**src/rtl/ovl_pkg.sv**
```systemverilog
package ovl_pkg;
  typedef struct packed {
    logic mem_rd;
    logic mem_wr;
    logic io_wr;
    logic int_ack;
  } cyc_t;
endpackage

```
**src/rtl/ovl_cycle_dec.sv**
```systemverilog
module ovl_cycle_dec
  import ovl_pkg::*;
#(
  parameter int PORT_AW   = 8,
  parameter int CTRL_PORT = 0
) (
  input  logic [PORT_AW-1:0] port_i,
  input  logic               mreq_i,
  input  logic               iorq_i,
  input  logic               rd_i,
  input  logic               wr_i,
  input  logic               m1_i,
  output cyc_t               cyc_o,
  output logic               ctrl_wr_o
);
  localparam logic [PORT_AW-1:0] PortMatch = PORT_AW'(CTRL_PORT);

  logic io_cyc;
  logic port_hit;

  always_comb begin
    io_cyc         = iorq_i && !mreq_i && !m1_i;
    port_hit       = (port_i == PortMatch);
    cyc_o.mem_rd   = mreq_i && !iorq_i && rd_i && !wr_i;
    cyc_o.mem_wr   = mreq_i && !iorq_i && wr_i && !rd_i;
    cyc_o.io_wr    = io_cyc && wr_i && !rd_i;
    cyc_o.int_ack  = iorq_i && m1_i;
    ctrl_wr_o      = cyc_o.io_wr && port_hit;
  end
endmodule

```
**src/rtl/ovl_ctrl_reg.sv**
```systemverilog
module ovl_ctrl_reg #(
  parameter int              DATA_W  = 8,
  parameter logic [DATA_W-1:0] RST_VAL = '0
) (
  input  logic              clk_i,
  input  logic              rst_ni,
  input  logic              we_i,
  input  logic [DATA_W-1:0] d_i,
  output logic [DATA_W-1:0] q_o
);
  always_ff @(posedge clk_i or negedge rst_ni) begin
    if (!rst_ni)   q_o <= RST_VAL;
    else if (we_i) q_o <= d_i;
  end

  AST_CTRL_LOAD: assert property (@(posedge clk_i) disable iff (!rst_ni)
    we_i |=> (q_o == $past(d_i)));
  AST_CTRL_HOLD: assert property (@(posedge clk_i) disable iff (!rst_ni)
    !we_i |=> $stable(q_o));
endmodule

```
**src/rtl/ovl_cs_steer.sv**
```systemverilog
module ovl_cs_steer
  import ovl_pkg::*;
#(
  parameter int ADDR_W = 16,
  parameter int ROM_AW = 12
) (
  input  logic                     clk_i,
  input  logic                     rst_ni,
  input  logic [ADDR_W-ROM_AW-1:0] page_i,
  input  cyc_t                     cyc_i,
  input  logic                     rom_off_i,
  output logic                     rom_cs_o,
  output logic                     ram_cs_o
);
  logic in_win;
  logic rom_view;

  always_comb begin
    in_win   = ~|page_i;
    rom_view = in_win && !rom_off_i;
    rom_cs_o = cyc_i.mem_rd && rom_view;
    // writes fall through to RAM even under the ROM
    ram_cs_o = cyc_i.mem_wr || (cyc_i.mem_rd && !rom_view);
  end

  AST_WIN_WRITE_RAM: assert property (@(posedge clk_i) disable iff (!rst_ni)
    cyc_i.mem_wr |-> (ram_cs_o && !rom_cs_o));
  AST_ROM_IN_WIN: assert property (@(posedge clk_i) disable iff (!rst_ni)
    rom_cs_o |-> in_win);
  AST_NO_CS_ON_IO: assert property (@(posedge clk_i) disable iff (!rst_ni)
    (cyc_i.io_wr || cyc_i.int_ack) |-> (!rom_cs_o && !ram_cs_o));
endmodule

```
**src/rtl/ovl_mem_decode.sv**
```systemverilog
module ovl_mem_decode
  import ovl_pkg::*;
#(
  parameter int ADDR_W    = 16,
  parameter int DATA_W    = 8,
  parameter int ROM_AW    = 12,
  parameter int PORT_AW   = 8,
  parameter int CTRL_PORT = 0,
  parameter int OVL_BIT   = 0
) (
  input  logic              clk_i,
  input  logic              rst_ni,
  input  logic [ADDR_W-1:0] addr_i,
  input  logic [DATA_W-1:0] data_i,
  input  logic              mreq_i,
  input  logic              iorq_i,
  input  logic              rd_i,
  input  logic              wr_i,
  input  logic              m1_i,
  output logic              rom_cs_o,
  output logic              ram_cs_o,
  output logic              ctrl_wr_o,
  output logic [DATA_W-1:0] ctrl_q_o
);
  localparam logic [ADDR_W-1:0] WinTop = ADDR_W'((1 << ROM_AW) - 1);

  cyc_t cyc;
  logic rom_off;

  ovl_cycle_dec #(.PORT_AW(PORT_AW), .CTRL_PORT(CTRL_PORT)) u_cycle_dec (
    .port_i   (addr_i[PORT_AW-1:0]),
    .mreq_i   (mreq_i),
    .iorq_i   (iorq_i),
    .rd_i     (rd_i),
    .wr_i     (wr_i),
    .m1_i     (m1_i),
    .cyc_o    (cyc),
    .ctrl_wr_o(ctrl_wr_o)
  );

  ovl_ctrl_reg #(.DATA_W(DATA_W), .RST_VAL('0)) u_ctrl_reg (
    .clk_i (clk_i),
    .rst_ni(rst_ni),
    .we_i  (ctrl_wr_o),
    .d_i   (data_i),
    .q_o   (ctrl_q_o)
  );

  assign rom_off = ctrl_q_o[OVL_BIT];

  ovl_cs_steer #(.ADDR_W(ADDR_W), .ROM_AW(ROM_AW)) u_cs_steer (
    .clk_i    (clk_i),
    .rst_ni   (rst_ni),
    .page_i   (addr_i[ADDR_W-1:ROM_AW]),
    .cyc_i    (cyc),
    .rom_off_i(rom_off),
    .rom_cs_o (rom_cs_o),
    .ram_cs_o (ram_cs_o)
  );

  AST_CS_EXCLUSIVE: assert property (@(posedge clk_i) disable iff (!rst_ni)
    !(rom_cs_o && ram_cs_o));
  AST_ROM_READ_MAPPED: assert property (@(posedge clk_i) disable iff (!rst_ni)
    (mreq_i && !iorq_i && rd_i && !wr_i && addr_i <= WinTop && !ctrl_q_o[OVL_BIT])
      |-> rom_cs_o);
  AST_HIGH_IS_RAM: assert property (@(posedge clk_i) disable iff (!rst_ni)
    (mreq_i && !iorq_i && (rd_i != wr_i) && addr_i > WinTop) |-> (ram_cs_o && !rom_cs_o));
  AST_RD_WR_CLASH: assert property (@(posedge clk_i) disable iff (!rst_ni)
    (rd_i && wr_i) |-> (!rom_cs_o && !ram_cs_o));
  AST_STB_IO_ONLY: assert property (@(posedge clk_i) disable iff (!rst_ni)
    ctrl_wr_o |-> (iorq_i && wr_i && !m1_i && !mreq_i));
endmodule

```
**config.mk**
```make
export PLATFORM = sky130hd
export DESIGN_NAME = ovl_mem_decode
export DESIGN_NICKNAME = d
export VERILOG_FILES = /design/src/rtl/ovl_pkg.sv /design/src/rtl/ovl_cycle_dec.sv /design/src/rtl/ovl_ctrl_reg.sv /design/src/rtl/ovl_cs_steer.sv /design/src/rtl/ovl_mem_decode.sv
export SDC_FILE = /design/constraint.sdc
export NUM_CORES = 1
export LEC_CHECK = 0
export ABC_CLOCK_PERIOD_IN_PS = 3450
export BUFFER_PORTS_ARGS = -buffer_cell sky130_fd_sc_hd__buf_4
export CORE_AREA = 5 5 42 44
export DETAILED_ROUTE_END_ITERATION = 16
export DIE_AREA = 0 0 47 49
export GPL_TIMING_DRIVEN = 0
export PLACE_DENSITY = 0.68
export SLEW_MARGIN = 20
export SYNTH_ARGS = -nofsm -noshare
export SYNTH_HDL_FRONTEND = slang
export SYNTH_SLANG_ARGS = --single-unit
```
**constraint.sdc**
```tcl
create_clock -name clk_i -period 3.45 [get_ports clk_i]
set_input_delay 0.69 -clock clk_i [delete_from_list [all_inputs] [get_ports clk_i]]
set_output_delay 0.69 -clock clk_i [all_outputs]
set_load 0.01 [all_outputs]
```
---- Word-level counts from Yosys, hierarchy flattened ----
Index checks and enable logic that the tools add are counted.
storage, ports and cells
  register bits ........................... 8
  output and inout bits ................... 11
operators by class
  reduce and logical (&&, ||, !) cells .... 24
operator list
  kind                number
  1-bit logical AND   13
  1-bit logical NOT   8
  8-bit logical NOT   1
  4-bit OR reduction  1
  1-bit logical OR    1

---- Logic depth before layout (Yosys ltp) ----
  depth after elaboration ................. 6
  depth in mapped cells ................... 3
  mapped depth without buffers ............ 3

---- Cells and area by module ----
A second synthesis with hierarchy kept.
second synthesis, totals
  cells, all modules ...................... 31
  area, all modules ....................... 435.4 um^2
by module, submodules not included
  module         times used  cells each  area each (um^2)
  ovl_ctrl_reg   1           17          331.6
  ovl_cycle_dec  1           8           70.1
  ovl_cs_steer   1           6           33.8

---- Least setup slack after synthesis ----
OpenSTA, ideal clock, no wires.
  path kind ............................... input -> output
  from .................................... in addr_i[12]
  to ...................................... out rom_cs_o
  arrival time ............................ 1.678 ns
  data required time ...................... 2.760 ns
  slack ................................... 1.082 ns
  stages .................................. 2
  path through ............................ or4_1 nor4_1
between the ends
  cells in the longest elaborated chain, start to end .. 4
ends and longest elaborated chain
  element             line                  source
  start: declaration  ovl_mem_decode.sv:13  input logic [ADDR_W-1:0] addr_i,
  4-bit OR reduction  ovl_cs_steer.sv:19    in_win = ~|page_i;
  1-bit logical NOT   ovl_cs_steer.sv:19
  1-bit logical AND   ovl_cs_steer.sv:20    rom_view = in_win && !rom_off_i;
  1-bit logical AND   ovl_cs_steer.sv:21    rom_cs_o = cyc_i.mem_rd && rom_view;
  end: declaration    ovl_mem_decode.sv:20  output logic rom_cs_o,
No other way between the ends.

---- Worst setup path in the final report ----
Ends and elaborated chain as after synthesis.

==> impl_metrics.tcl <==
set metrics [dict create \
    cts_resized 0 \
    placedCellCount 82 \
    top_regs "u_ctrl_reg.q_o: 8 flops" \
    grt_pass1_vias 397 \
    rsz0062_at_grt "false" \
    slew_viol_final 0 \
    worstSetupPathType "input pin to output port" \
    rows 14 \
    cts-root-buf "clkbuf_4" \
    fmax_ghz 0.405 \
    critPathLaunchType "input pin" \
    cts_tree "built" \
    grt_pass1_wl_um 1590 \
    gp_congestion 0.572 \
    clkTransAtPathRegs_ns 0.05 \
    clk_latency_ns 0.25 \
    antenna_left 0 \
    boundaryPins 42 \
    drtPass1Iterations 2 \
    rr_startpoint "u_ctrl_reg.q_o[0]" \
    antenna_found_initial 0 \
    core_region_area_um2 1400 \
    drive_above_1_share_pct 75.4 \
    hpwlAfterDp_um 905 \
    die-area_um2 2300 \
    setup_viol 0 \
    grt_use_met3_pct 4.80 \
    syn2layout_area_growth_pct 81.0 \
    ys_warn_count 0 \
    drc 0 \
    ys_seq_area_share_pct 50.6 \
    h-tree-depth 1 \
    wl_per_cell_um 12.3 \
    period_needed_ns 2.47 \
    hold_path.class "input pin to async pin" \
    finalNetCount 102 \
    worst-r2r-cell-count 1 \
    finalWirelength_um 1050 \
    use_met2_pct 15.2 \
    cp-end-kind "output port" \
    numClockSinks 8 \
    final_cell_count_no_fill 85 \
    ir_drop_mv 0.203 \
    endpoint "rom_cs_o" \
    syn_inst 29 \
    io_buffers 37 \
    hold_ws_ns 0.241 \
    start_util_pct 28.2 \
    synthTopCellsByArea "dfrtp_1 (51%), mux2_2 (23%), nand4b_2 (3.8%), nor4b_2 (3.8%), nand2b_1 (3.2%)" \
    startpoint "addr_i[12]" \
    syn_area_per_cell_um2 13.6 \
    drtIter0Drc 1 \
    grt_max_degree 10 \
    hold_viol 0 \
    yosysTopAreaCellShare_pct 50.6 \
    tightest_slew_ns 0.322 \
    cts_setup_buffers 0 \
    largest_register_ffs 8 \
    largest-register "u_ctrl_reg.q_o" \
    vias 397 \
    diodes 0 \
    syn-num-nets 60 \
    synth_commonest_cells "dfrtp_1 (8), mux2_2 (8), nand2b_1 (2)" \
    rr_endpoint "u_ctrl_reg.q_o[0]" \
    die_w_um 47 \
    synth_top_cell_by_area "dfrtp_1" \
    viasPerCell 4.67 \
    numCtsBuffers 3 \
    syn_area_um2 395 \
    fin_tns_setup_ns 0 \
    maxSlewHeadroom_pct 78.5 \
    worstPathArrival_ns 1.78 \
    outcome "completed" \
    die_h_um 49 \
    grt_busiest_layer "met2" \
    grt.overflow.total 0 \
    synth.distinct_cells 14 \
    async_reset_ff_share_pct 100 \
    reg2reg_slack_ns 2.69 \
    min_period_over_period_pct 71.6 \
    use_met1_pct 8.58 \
    cap_violations 0 \
    cellLeakagePower_nw 0.408 \
    fin_skew_ns 0 \
    cp.required_ns 2.76 \
    holdBufCountCts 0 \
    power.density_nw_per_um2 274 \
    clk_path_buf_depth 2 \
    track_usage_pct 9.66 \
    ys_seq_elements 8 \
    synthFlopType "dfrtp_1" \
    path_max_fanout 2 \
    synth_edf_count 0 \
]
metrics by stage:
stage	util, %	cell area [µm²]	power (W)	setup WS (ns)
after floorplan	-	395	0.000102	1.08
after global placement	49.5	693	0.000128	0.976
after detailed placement	49.5	693	0.000129	0.968
after CTS	51.1	716	0.000202	0.968
after global routing	51.1	716	0.000212	0.958
final	51.1	716	0.000196	0.980
where the power goes:
group | total (W) | switching (W) | internal (W) | leakage [nW]
clock network | 0.0000699 | 0.0000303 | 0.0000397 | 0.0138
registers | 0.0000946 | 0.000000203 | 0.0000944 | 0.112
logic | 0.0000319 | 0.00000902 | 0.0000228 | 0.282
total | 0.000196 | 0.0000395 | 0.000157 | 0.408
logic make-up after synthesis:
logic type,Yosys count,synth area share [%]
multiplexers,8,22.8
flip-flops,8,50.6
AO/OA/AOI/OAI,2,3.16
AND/OR/NAND/NOR,9,20.6
buffers and inverters,2,2.85
layout make-up:
class	instances	area (µm²)
Fill cell	138	686
Tap cell	16	20.0
Sequential cell	8	200
Inverter	1	3.75
Buffer	1	7.51
Multi-Input combinational cell	19	184
Clock buffer	3	22.5
Timing Repair Buffer	37	278
metal layers:
metal	vias up	share of wire, %
met2	29	48
met5	-	0
met4	0	3.4
met1	179	31
li1	186	-
met3	3	17
critical path: stages:
cell	delay, ns
buf_4	0.10
or4_1	0.54
nor4_1	0.28
buf_4	0.17
worst min path at each step:
stage,cells past startpoint,endpoint,slack (ns)
detailed placement,1,u_ctrl_reg.q_o[7],0.50
CTS,1,u_ctrl_reg.q_o[0],0.23
floorplan,0,u_ctrl_reg.q_o[0],0.39
global route,1,u_ctrl_reg.q_o[0],0.22
finish,1,u_ctrl_reg.q_o[0],0.24
global placement,1,u_ctrl_reg.q_o[5],0.49
cell usage in the layout, fill, tap and decap left out:
cell type and count:
a21oi_1 1, buf_4 38, clkbuf_4 3, dfrtp_1 8, inv_1 1, mux2_2 8, nand2b_1 2, nand4b_2 1
nor3_1 1, nor4_1 1, nor4_2 1, nor4b_2 1, o21bai_1 1, or2b_1 1, or4_1 1
No activity file was read; power rests on OpenSTA's default activity.
